--- config.mk ---
export PLATFORM = sky130hd
export DESIGN_NAME = flow_sig_guard
export DESIGN_NICKNAME = d
export VERILOG_FILES = /design/src/rtl/flow_guard_pkg.sv /design/src/rtl/fsg_misr.sv /design/src/rtl/fsg_exp_table.sv /design/src/rtl/fsg_recovery.sv /design/src/rtl/flow_sig_guard.sv
export SDC_FILE = /design/constraint.sdc
export NUM_CORES = 1
export LEC_CHECK = 0
export CORE_ASPECT_RATIO = 1.75
export CORE_MARGIN = 1
export CORE_UTILIZATION = 40
export CTS_BUF_LIST = sky130_fd_sc_hd__clkbuf_16
export CTS_CLUSTER_DIAMETER = 50
export DETAILED_ROUTE_END_ITERATION = 10
export DONT_BUFFER_PORTS = 1
export PLACE_DENSITY = 0.57
export SKIP_CTS_REPAIR_TIMING = 1
export SYNTH_ARGS = -nofsm -noshare
export SYNTH_HDL_FRONTEND = slang
export SYNTH_HIERARCHICAL = 1
export SYNTH_SLANG_ARGS = --single-unit
export TNS_END_PERCENT = 10
--- constraint.sdc ---
create_clock -name clk -period 2.78 [get_ports clk]
set_input_delay 0.556 -clock clk [delete_from_list [all_inputs] [get_ports clk]]
set_output_delay 0.556 -clock clk [all_outputs]
set_load 0.005 [all_outputs]
--- src/rtl/flow_guard_pkg.sv ---
package flow_guard_pkg;
  parameter int unsigned SIG_W = 16;
  typedef logic [SIG_W-1:0] sig_t;

  // one clock of the multiple-input signature register
  function automatic sig_t misr_step(sig_t s, sig_t d, sig_t poly);
    sig_t nxt;
    nxt = {s[SIG_W-2:0], 1'b0};
    if (s[SIG_W-1]) nxt = nxt ^ poly;
    return nxt ^ d;
  endfunction
endpackage

--- src/rtl/fsg_misr.sv ---
module fsg_misr
  import flow_guard_pkg::*;
#(
  parameter sig_t POLY = 16'h1021,
  parameter sig_t SEED = 16'hFFFF
) (
  input  logic clk,
  input  logic rst,
  input  logic clear,
  input  logic fold,
  input  sig_t din,
  output sig_t sig
);
  always_ff @(posedge clk) begin
    if (rst)        sig <= SEED;
    else if (clear) sig <= SEED;
    else if (fold)  sig <= misr_step(sig, din, POLY);
  end

  p_hold_idle_r2: assert property (@(posedge clk) disable iff (rst)
    (!clear && !fold) |=> $stable(sig));
  p_seed_on_clear_r2: assert property (@(posedge clk) disable iff (rst)
    clear |=> (sig == SEED));
endmodule

--- src/rtl/fsg_exp_table.sv ---
module fsg_exp_table
  import flow_guard_pkg::*;
#(
  parameter int unsigned PH_W = 3,
  localparam int unsigned DEPTH = 1 << PH_W
) (
  input  logic            clk,
  input  logic            we,
  input  logic [PH_W-1:0] wa,
  input  sig_t            wd,
  input  logic            re,
  input  logic [PH_W-1:0] ra,
  output sig_t            rd
);
  sig_t mem [DEPTH];

  always_ff @(posedge clk) begin
    if (we) mem[wa] <= wd;
    if (re) rd <= mem[ra];
  end
endmodule

--- src/rtl/fsg_recovery.sv ---
module fsg_recovery #(
  parameter int unsigned PH_W     = 3,
  parameter int unsigned MAX_FAIL = 3,
  parameter int unsigned HOLD_CYC = 8,
  localparam int unsigned CW = $clog2(MAX_FAIL + 1),
  localparam int unsigned HW = $clog2(HOLD_CYC + 1)
) (
  input  logic            clk,
  input  logic            rst,
  input  logic            chk_valid,
  input  logic            chk_fail,
  input  logic [PH_W-1:0] chk_ph,
  output logic            err_flag,
  output logic            op_go,
  output logic            cpu_sel,
  output logic            cpu_rst
);
  logic [CW-1:0]   fail_cnt, next_cnt;
  logic [PH_W-1:0] last_ph;
  logic [HW-1:0]   hold_cnt;

  always_comb begin
    if (fail_cnt != '0 && chk_ph == last_ph) next_cnt = fail_cnt + CW'(1);
    else                                     next_cnt = CW'(1);
  end

  always_ff @(posedge clk) begin
    if (rst) begin
      err_flag <= 1'b0;
      op_go    <= 1'b1;
      cpu_sel  <= 1'b0;
      cpu_rst  <= 1'b0;
      fail_cnt <= '0;
      last_ph  <= '0;
      hold_cnt <= '0;
    end else begin
      err_flag <= chk_valid & chk_fail;
      if (cpu_rst) begin
        hold_cnt <= hold_cnt - HW'(1);
        if (hold_cnt == HW'(1)) begin
          cpu_rst <= 1'b0;
          op_go   <= 1'b1;
        end
      end else if (chk_valid && chk_fail) begin
        last_ph <= chk_ph;
        op_go   <= 1'b0;
        if (next_cnt == CW'(MAX_FAIL)) begin
          fail_cnt <= '0;
          if (!cpu_sel) begin
            cpu_sel  <= 1'b1;
            cpu_rst  <= 1'b1;
            hold_cnt <= HW'(HOLD_CYC);
          end
        end else begin
          fail_cnt <= next_cnt;
        end
      end else begin
        op_go <= 1'b1;
        if (chk_valid) fail_cnt <= '0;
      end
    end
  end

  p_retry_one_cycle_r5: assert property (@(posedge clk) disable iff (rst)
    ($fell(op_go) && !cpu_rst) |=> op_go);
  p_sel_sticky_r8: assert property (@(posedge clk) disable iff (rst)
    cpu_sel |=> cpu_sel);
  p_rst_only_spare_r6: assert property (@(posedge clk) disable iff (rst)
    cpu_rst |-> (cpu_sel && !op_go));
  p_cnt_range_r7: assert property (@(posedge clk) disable iff (rst)
    fail_cnt < CW'(MAX_FAIL));
  p_err_single_r4: assert property (@(posedge clk) disable iff (rst)
    err_flag |=> !err_flag);
endmodule

--- src/rtl/flow_sig_guard.sv ---
module flow_sig_guard
  import flow_guard_pkg::*;
#(
  parameter int unsigned PH_W     = 3,
  parameter int unsigned ADDR_W   = 16,
  parameter int unsigned MAX_FAIL = 3,
  parameter int unsigned HOLD_CYC = 8,
  parameter sig_t        POLY     = 16'h1021,
  parameter sig_t        SEED     = 16'hFFFF
) (
  input  logic              clk,
  input  logic              rst,
  input  logic              tbl_we,
  input  logic [PH_W-1:0]   tbl_idx,
  input  logic [SIG_W-1:0]  tbl_data,
  input  logic              ph_start,
  input  logic [PH_W-1:0]   ph_id,
  input  logic              ph_end,
  input  logic              addr_valid,
  input  logic [ADDR_W-1:0] addr,
  output logic              err_flag,
  output logic              op_go,
  output logic              cpu_sel,
  output logic              cpu_rst
);
  logic            active;
  logic [PH_W-1:0] ph_q;
  logic            start_ok, end_ok, fold;
  sig_t            sig, exp_q, din;

  assign start_ok = ph_start & ~cpu_rst;
  assign end_ok   = ph_end & active & ~ph_start & ~cpu_rst;
  assign fold     = active & addr_valid & ~ph_start & ~ph_end;
  assign din      = sig_t'(addr);

  always_ff @(posedge clk) begin
    if (rst) begin
      active <= 1'b0;
      ph_q   <= '0;
    end else if (cpu_rst) begin
      active <= 1'b0;
    end else if (start_ok) begin
      active <= 1'b1;
      ph_q   <= ph_id;
    end else if (end_ok) begin
      active <= 1'b0;
    end
  end

  fsg_misr #(.POLY(POLY), .SEED(SEED)) u_misr (
    .clk(clk), .rst(rst), .clear(start_ok), .fold(fold), .din(din), .sig(sig)
  );

  fsg_exp_table #(.PH_W(PH_W)) u_tbl (
    .clk(clk), .we(tbl_we), .wa(tbl_idx), .wd(tbl_data),
    .re(start_ok), .ra(ph_id), .rd(exp_q)
  );

  fsg_recovery #(.PH_W(PH_W), .MAX_FAIL(MAX_FAIL), .HOLD_CYC(HOLD_CYC)) u_rec (
    .clk(clk), .rst(rst), .chk_valid(end_ok), .chk_fail(sig != exp_q),
    .chk_ph(ph_q), .err_flag(err_flag), .op_go(op_go),
    .cpu_sel(cpu_sel), .cpu_rst(cpu_rst)
  );

  p_err_needs_end_r9: assert property (@(posedge clk) disable iff (rst)
    err_flag |-> ($past(ph_end) && $past(active)));
  p_err_drops_go_r5: assert property (@(posedge clk) disable iff (rst)
    err_flag |-> !op_go);
endmodule

Word level (Yosys, flattened, before mapping) --
Memories as Yosys holds them, arrays and structs flattened. A register that Yosys moved wholly into a read port is not among the register bits. Cells that the tools add are included.
Storage, ports and cells: RAM bits 128, memories 1, input port bits 44, bits in latches 0, ROM bits 0, register bits 33, output and inout port bits 4
Operators by class: reductions and logical operators 14, div/mod/pow operators 0, shift operators 0, multiply operators 0, order comparisons 0, multiplexer cells 24, add/sub/neg operators 2, equality and inequality tests 6, bitwise gates (word level) 13
Memories:
- u_tbl.mem | depth 8, bits a word 16, rd ports 1, clocked after Yosys merged registers in 1, wr ports 1, line fsg_exp_table.sv:15 | sig_t mem [DEPTH];
Operator list (count):
- 16-bit 2-to-1 mux | 3
- 4-bit 2-to-1 mux | 4
- 16-bit inequality test | 1
- 16-bit bitwise XOR | 1
- 13-bit 2-to-1 mux | 1
- 1-bit 2-to-1 mux | 12
- 2-bit nonzero test | 5
- 1-bit bitwise AND | 8
- 2-bit 2-to-1 mux | 4
- 2-bit AND reduction | 3
- 3-bit AND reduction | 2
- 4-bit by 1-bit equality test with 1-bit output (second input constant) | 1
- 2-bit inequality test (second input constant) | 2
- 2-bit OR reduction | 2
- 4-bit by 1-bit subtractor with 4-bit output (second input constant) | 1
- 3-bit equality test | 1
- 1-bit inverter | 3
- 3-bit inverter | 1
- 2-bit by 1-bit adder with 2-bit output (second input constant) | 1
- 2-bit equality test (second input constant) | 1
- 1-bit logical AND | 2

Depth between registers and ports, before layout --
Gate-level depths: netlist of the first run.
depth in word-level cells 7, depth in mapped cells 6

By module --
Netlist of the first run, hierarchy kept.
Modules (own cells, without submodules):
- fsg_exp_table | area each 5454.0 um^2, cells each 214, instances 1
- fsg_misr | area each 743.2 um^2, cells each 69, instances 1
- fsg_recovery | area each 696.9 um^2, cells each 70, instances 1
- flow_sig_guard | area each 352.8 um^2, cells each 38, instances 1

Worst setup path after synthesis of the first run --
Ideal clock, no wire load.
kind input to register, start point input port tbl_idx[2], end point memory u_tbl/mem[0][0] (netlist bit) (enable), library setup time 0.409 ns, cell stages on the path 2, slack 0.502 ns, buffers on the path 0, arrival 1.869 ns, path through nand2b_1 nor3_1
RTL lines:
- start: declaration | line flow_sig_guard.sv:14 | input logic [PH_W-1:0] tbl_idx,
- end: declaration | line fsg_exp_table.sv:15
No word-level cell before the write port.

Final worst setup path of the first run --
start point register u_tbl.rd[1], read port of u_tbl.mem, end point register u_rec.last_ph[2]
Between the ends: cells in the longest elaborated chain, start to end 3
RTL lines:
- start: declaration | line fsg_exp_table.sv:13 | output sig_t rd
- 16-bit inequality test | line flow_sig_guard.sv:60 | .clk(clk), .rst(rst), .chk_valid(end_ok), .chk_fail(sig != exp_q),
- 1-bit logical AND | line fsg_recovery.sv:44 | end else if (chk_valid && chk_fail) begin
- 2-bit AND reduction (no source line)
- end signal: assignment | line fsg_recovery.sv:45 | last_ph <= chk_ph;
- end: declaration | line fsg_recovery.sv:19 | logic [PH_W-1:0] last_ph;
Every way passes these cells. A chain may end at the register's enable or synchronous reset.

==> impl_results.md, run 1 <==
- Status: finished clean
- Dpl hpwl: between 8000 and 9000 um
- Die Y: between 150 and 200 um
- First-pass GRT wire length: between 20000 and 25000 um
- Worst stage delay on the critical path: around 380 ps
- Row count: between 60 and 70
- Initial antenna violation count: 0
- CTS tree: done
- Worst Max-Slew Pin Slew: roughly 680 ps
- Core area: ~18000 sq um
- R2R depth: 6
- Maximum VDD drop: approximately 0.00038 V
- Max Clock Skew: around 7 ps
- Worst r2r dst: u_rec/last_ph[2]
- Iteration-0 DRC Markers: 189
- Top layer in use: met4
- CP Class: flop to flop
- Syn Nets: between 400 and 500
- Cell Count, Final, Fillers Out: between 600 and 700
- Distinct cells, synth: 50
- Share of cells above drive strength 1: ~18%
- Root Buffer: clkbuf_16
- Wirelength, routed: around 13000 um
- I/O pins: 48
- Worst Path Buf+Inv: 0
- Critical path required time: between 3000 and 4000 ps
- Reg2reg setup slack: ~850 ps
- Async S/R FF share, synth: 0%
- DP Cell Count: 616
- Antenna Violating Nets Remaining: 0
- CP Capture Type: flop
- CP Max Fanout: 6
- Leak: between 2 and 3 nW
- Setup TNS: 0 ps
- Hold Slack: around 210 ps
- Met2 wire length: between 7000 and 8000 um
- Setup WS post-layout: between 800 and 900 ps
- Worst Setup Start Kind: flop
- Ant diodes: 0
- Total CTS buffers: 17
- Worst Hold Launch: rst
- Crit-path slowest cell: edfxtp_1
- Final setup vio count: 0
- RSZ-0062 raised after global routing: no
- Register bit total from synthesis: between 150 and 200
- CTS Buffer Depth: 2
- Met1 WL: 5010 um
- Clock-pin slew on the worst setup and hold paths: about 70 ps
- Count of final max-slew check failures: 0
- Area post-placement: ~7500 sq um
- Area growth syn-to-layout: 11.5%
- Crit path max-delay family: simple AND/OR/NAND/NOR gates
- Worst skew pair latency: roughly 420 ps
- Fillcell total: approximately 1.5k
- Final period util: ~70%
- Post-synthesis area per instance: roughly 19 sq um
- Cells along the critical path: xor2_1 -> nor4_1 -> nand4_1 -> nand3b_1 -> mux2i_1 -> nor2_1
- Vias in the first global route: about 3.6k
- Origin of the critical flop-to-flop path: u_tbl/rd[1]
- Dominant synthesized flop cell: edfxtp_1
- Most frequent cells in the layout: 144 x edfxtp_1, 33 x dfxtp_1, 28 x mux4_1
- Max-Cap Viols: 0
- Overflow after GRT: 0
- Design area: 8080 sq um
- Worst Hold Endpoint: u_rec/err_flag
- Die X: roughly 100 um
- Syn. warnings: 6
- Fin nets: around 450
- Pre-antenna DRT Iters: 4
- Total track usage: ~15%
- DRC errors left: 0
- Post-synth EDFFs: between 100 and 150
- # H-tree levels: 4
- Setup WS pre-CTS: between 700 and 800 ps
- DR vias/cell: roughly 5.3
- Pwr dens: 680 nW/um^2
- Max Fclk: around 520 MHz
- Initial Utilization: around two fifths
- IO Port Bufs: 0
- WL/cell: about 20 um
- Syn Inst Count: 391
- Die area: between 15000 and 20000 sq um
- CP arrival: around 2200 ps
- Via Count: between 3k and 4k
- Clk sinks: around 180
- Worst hold path cell count: 1
- Largest net degree at the start of global routing: 34
- Relative slew margins: between 50 and 60%
- DR WL met3: approximately 600 um
- Sequential fraction of the synthesis area: about 70%
- Hold WC Path Type: primary input to flop
- Placer Congestion: approximately 0.7
- Tmin final: 1930 ps
- Commonest non-fill, non-tap cell in the layout: edfxtp_1
- Mapped cell area: a little over 7000 sq um
- Final Hold Fails: 0
==> per-layer routing <==
metal / track usage, % / vias to the layer above
li1: - / 1593
met5: 0 / -
met2: 27.9 / 60
met4: 5.71 / 0
met3: 4.56 / 11
met1: 15.5 / 1744
==> sequential cells by signal, summed over array words and instances (netlist names) <==
signal / cells
u_rec/cpu_rst: 1
u_rec/op_go: 1
u_misr/sig: 16
u_rec/cpu_sel: 1
u_rec/hold_cnt: 4
u_tbl/rd: 16
u_rec/last_ph: 3
u_rec/err_flag: 1
u_rec/fail_cnt: 2
ph_q: 3
u_tbl/mem: 128
active: 1
==> kinds of logic after synthesis <==
logic type | Yosys count | share of synthesized area (%)
AO/OA/AOI/OAI | 29 | 3.35
XOR/XNOR | 38 | 4.97
flip-flops | 177 | 68.8
AND/OR/NAND/NOR | 66 | 5.75
multiplexers | 54 | 14.7
buffers and inverters | 24 | 1.92
adder cells (fa/ha/maj) | 3 | 0.518
==> Yosys cell counts, types with 3 or more instances <==
cell type	n	area share, %
mux2_2	16	2.5
nor2_1	13	0.67
mux2i_1	6	0.83
nor4_1	4	0.35
nand2b_1	19	1.6
edfxtp_1	144	60
mux4_2	4	1.2
mux4_1	28	10
xor2_1	17	2.1
nor3_1	3	0.21
dfxtp_1	33	9.1
o211ai_1	14	1.5
inv_1	9	0.47
nand2_1	6	0.31
buf_1	4	0.21
xnor2_1	19	2.3
ha_1	3	0.52
buf_6	6	0.93
==> area by class of cell <==
| type | count | area, sq um | area share, % |
|---|---|---|---|
| timing repair buffer | 9 | 67.6 | 0.836 |
| multi-input combinational | 190 | 2130 | 26.4 |
| clock buffer | 19 | 475 | 5.88 |
| sequential | 177 | 4980 | 61.7 |
| tap | 231 | 289 | 3.58 |
| clock inverter | 13 | 98.8 | 1.22 |
| inverter | 9 | 33.8 | 0.418 |
==> worst max path at each step <==
stage                           start                to  slack, ps  cells after the start
after floorplan            tbl_idx[2]   u_tbl/mem[0][0]        500                      2
after global placement    u_tbl/rd[1]  u_rec/last_ph[0]        820                      6
after detailed placement  u_tbl/rd[1]  u_rec/last_ph[0]        760                      6
after CTS                 u_tbl/rd[1]  u_rec/last_ph[2]        740                      6
after global routing      u_tbl/rd[1]  u_rec/last_ph[0]        640                      6
final                     u_tbl/rd[1]  u_rec/last_ph[2]        850                      6
==> power breakdown <==
part	switching, W	total, W	internal (W)	leakage [nW]
Sequential	0.0000339	0.00300	0.00297	1.59
Combinational	0.0000988	0.000225	0.000126	0.870
Clock	0.00100	0.00227	0.00127	0.293
==> metrics by stage <==
step / total power [W] / util, %
2_1_floorplan: 0.00325 / -
3_3_place_gp: 0.00328 / 42.6
3_5_place_dp: 0.00329 / 42.6
4_1_cts: 0.00556 / 45.9
5_1_grt: 0.00568 / 45.9
6_report: 0.00550 / 45.9
No activity file was read; power rests on OpenSTA's default activity.
==> run 2, diff against run 1 <==
- ABC_AREA: default -> 1
- clock period: 2.78 -> 1.8 ns (I/O delays scaled with it)
==> run 2 against run 1 <==
Effect of this change: global-route usage rose by 1.6 points; worst setup slack got worse by 690 ps; sequential share of layout area decreased by 5.6 points; largest power group unchanged; die area up 11%; utilization down 0.83 points; hold slack got worse by 180 ps; combinational power rose by 100%; clock power grew 50%; highest routed layer unchanged; register-to-register slack got worse by 690 ps.
==> impl_results.md, run 2 <==
- Row count: 68 (+6.3%)
- Via Count: 5389 (+58%)
- Final setup vio count: 0 (unchanged)
- Commonest non-fill, non-tap cell in the layout: nand2_1
- Ant diodes: 0 (unchanged)
- Share of cells above drive strength 1: 8.15% (-9.4 points)
- Initial Utilization: 40.9% (-0.21 points)
- # H-tree levels: 4 (unchanged)
- Worst skew pair latency: 430 ps (about the same)
- Sequential fraction of the synthesis area: 61.7% (-7.1 points)
- Clock-pin slew on the worst setup and hold paths: 70 ps (about the same)
- Setup WS post-layout: 154 ps (-694 ps)
- Origin of the critical flop-to-flop path: u_misr/sig[0]
- DRC errors left: 0 (unchanged)
- Worst Max-Slew Pin Slew: 853 ps (+175 ps)
- CP Capture Type: flop
- CP arrival: 1960 ps (-280 ps)
- Worst Hold Endpoint: u_tbl/mem[3][1]
- DR vias/cell: 4.67 (-11%)
- Largest Register: u_tbl/mem
- Pwr dens: 955 nW/um^2 (+40%)
- Status: finished clean
- First-pass GRT wire length: 25300 um (+24%)
- Hold WC Path Type: primary input to flop
- Area growth syn-to-layout: 10.1%
- DP Cell Count: 1120 (+82%)
- Fin nets: 942 (+110%)
- Leak: 4.06 nW (+48%)
- I/O pins: 48 (unchanged)
- Reg2reg setup slack: 150 ps (-690 ps)
- Worst hold path cell count: 0 (-1)
- Clk sinks: 177 (unchanged)
- CP Max Fanout: 5 (-1)
- Cell Count, Final, Fillers Out: 1153 (+78%)
- Syn Inst Count: 886 (+130%)
- Total CTS buffers: 17 (unchanged)
- Dominant synthesized flop cell: edfxtp_1
- Ranking of synthesized cells by area: edfxtp_1 54%, nand2_1 14%, inv_1 8.5%
- Crit path from: u_misr/sig[0]
- Die Y: 190 um (+5.5%)
- Largest net degree at the start of global routing: 67 (+97%)
- Vias in the first global route: 5081 (+40%)
- Max Clock Skew: 14.0 ps (+7.10 ps)
- Final period util: 91.5% (+22 points)
- Die X: 109 um (+5.5%)
- Distinct cells, synth: 30 (-40%)
- Area leader, netlist: edfxtp_1
- Worst Hold Launch: tbl_data[1]
- Dpl hpwl: 10500 um (+27%)
- Total track usage: 16.6% (+1.6 points)
- Worst Setup Start Kind: flop
- Main combinational cell family by area after synthesis: simple AND/OR/NAND/NOR gates
- Maximum VDD drop: 0.000588 V (+56%)
- Compound-Gate Fraction of Synth Area: 5.20% (+1.9 points)
- Post-synth EDFFs: 144 (unchanged)
- Critical path required time: 2110 ps (-980 ps)
- CP Class: flop to flop
- Core area: 19700 sq um (+12%)
- Placer Congestion: 0.752 (+6.9%)
- Top-area cell type share of the netlist area: 53.5% (-6.1 points)
- Most common cell in the netlist: nand2_1
- Most frequent cells in the layout: 301 x nand2_1, 182 x inv_1, 144 x edfxtp_1, 73 x nand3_1, 34 x nor2_1
- Count of final max-slew check failures: 0 (unchanged)
- Post-synthesis area per instance: 9.12 sq um (-51%)
- CTS tree: done
- Final Hold Fails: 0 (unchanged)
- Max Fclk: 607 MHz (+17%)
- Adder-cell share of the synthesized area: 0.465% (-0.053 points)
- Die area: 20800 sq um (+11%)
- CTS Buffer Depth: 2 (unchanged)
- IO Port Bufs: 0 (unchanged)
- Max-Cap Viols: 0 (unchanged)
- Wirelength, routed: 16400 um (+25%)
- Tmin final: 1650 ps (-286 ps)
- Iteration-0 DRC Markers: 318 (+68%)
- Syn. warnings: 6 (unchanged)
- Pre-antenna DRT Iters: 5 (+1)
- Initial antenna violation count: 0 (unchanged)
- Syn Nets: 933 (+110%)
- Root Buffer: clkbuf_16
- Fillcell total: 1886 (+25%)
- Multiplexer share of the synthesized area: 0% (-15 points)
- Tot Pwr: 0.00849 W (+54%)
- Simple-Gate Fraction of Synth Area: 21.3% (+16 points)
- Post-Synth XOR/XNOR Area: 0% (-5.0 points)
- Max FFs per register: 128 (unchanged)
- Antenna Violating Nets Remaining: 0 (unchanged)
- R2R depth: 13 (+7)
- Async S/R FF share, synth: 0% (unchanged)
- Relative slew margins: 43.1% (-12 points)
- Setup WS pre-CTS: 133 ps (-624 ps)
- Largest regs: u_tbl/mem x128, u_misr/sig x16, u_tbl/rd x16
- Mapped cell area: 8080 sq um (+11%)
- Overflow after GRT: 0 (unchanged)
- Synth cell count leaders: 301 x nand2_1, 182 x inv_1, 144 x edfxtp_1
- Register bit total from synthesis: 177 (unchanged)
- WL/cell: 14.2 um (-30%)
- Worst r2r dst: u_rec/hold_cnt[3]
[run 2: cells by family (layout without fill, tap and decap cells)]
group                    Yosys count  after routing
AND/OR/NAND/NOR                  420            420
buffers and inverters            214            236
flip-flops                       177            177
AO/OA/AOI/OAI                     72             72
adder cells (fa/ha/maj)            3              3
[run 2: worst max-delay path by stage]
stage,to
final,u_rec/hold_cnt[3]
after global routing,u_rec/hold_cnt[1]
after floorplan,u_tbl/mem[0][0]
after detailed placement,u_rec/hold_cnt[3]
after global placement,u_rec/hold_cnt[3]
after CTS,u_rec/hold_cnt[3]
[run 2: cell type report]
cell class / instances / area [sq um] / share of cell area (%)
multi-input combinational: 495 / 2180 / 24.5
inverter: 184 / 691 / 7.77
tap: 245 / 307 / 3.45
sequential: 177 / 4990 / 56.1
clock buffer: 18 / 450 / 5.07
timing repair buffer: 20 / 178 / 2.00
clock inverter: 14 / 98.8 / 1.11
[run 2: through the flow]
stage	TNS (ps)	cell area, sq um	hold WS, ps	util (%)
6_report	0	8890	28.7	45.0
5_1_grt	-0.00866	8890	6.72	45.0
4_1_cts	0	8880	-24.8	45.0
3_5_place_dp	0	8330	426	42.2
3_3_place_gp	0	8330	426	42.2
2_1_floorplan	0	8080	429	-
[run 2: power breakdown]
group          switching, W  total (W)  internal [W]
Sequential        0.0000459    0.00462       0.00457
Clock               0.00154    0.00341       0.00186
Combinational      0.000301   0.000461      0.000159
[run 2: worst max-delay path, cell delays in order, from the launching register on]
cell and delay (ps):
dfxtp_1 400, inv_1 60, nand2_1 50, nand2_1 50, nor2_1 120, nand2_1 100
nor2_1 100, nand2_1 70, nand2_1 140, nor2_1 90, nand4_2 110, nand2_1 70
o21ai_1 120, inv_1 50
[run 2: routing by layer]
layer | vias to the layer above | part of all wire, % | wire length (um) | track usage [%]
li1 | 2788 | - | - | -
met1 | 2502 | 38 | 6290 | 16.7
met2 | 79 | 56 | 9200 | 32.2
met3 | 20 | 3.6 | 593 | 3.29
met4 | 0 | 1.7 | 285 | 6.26
met5 | - | 0 | 0 | 0
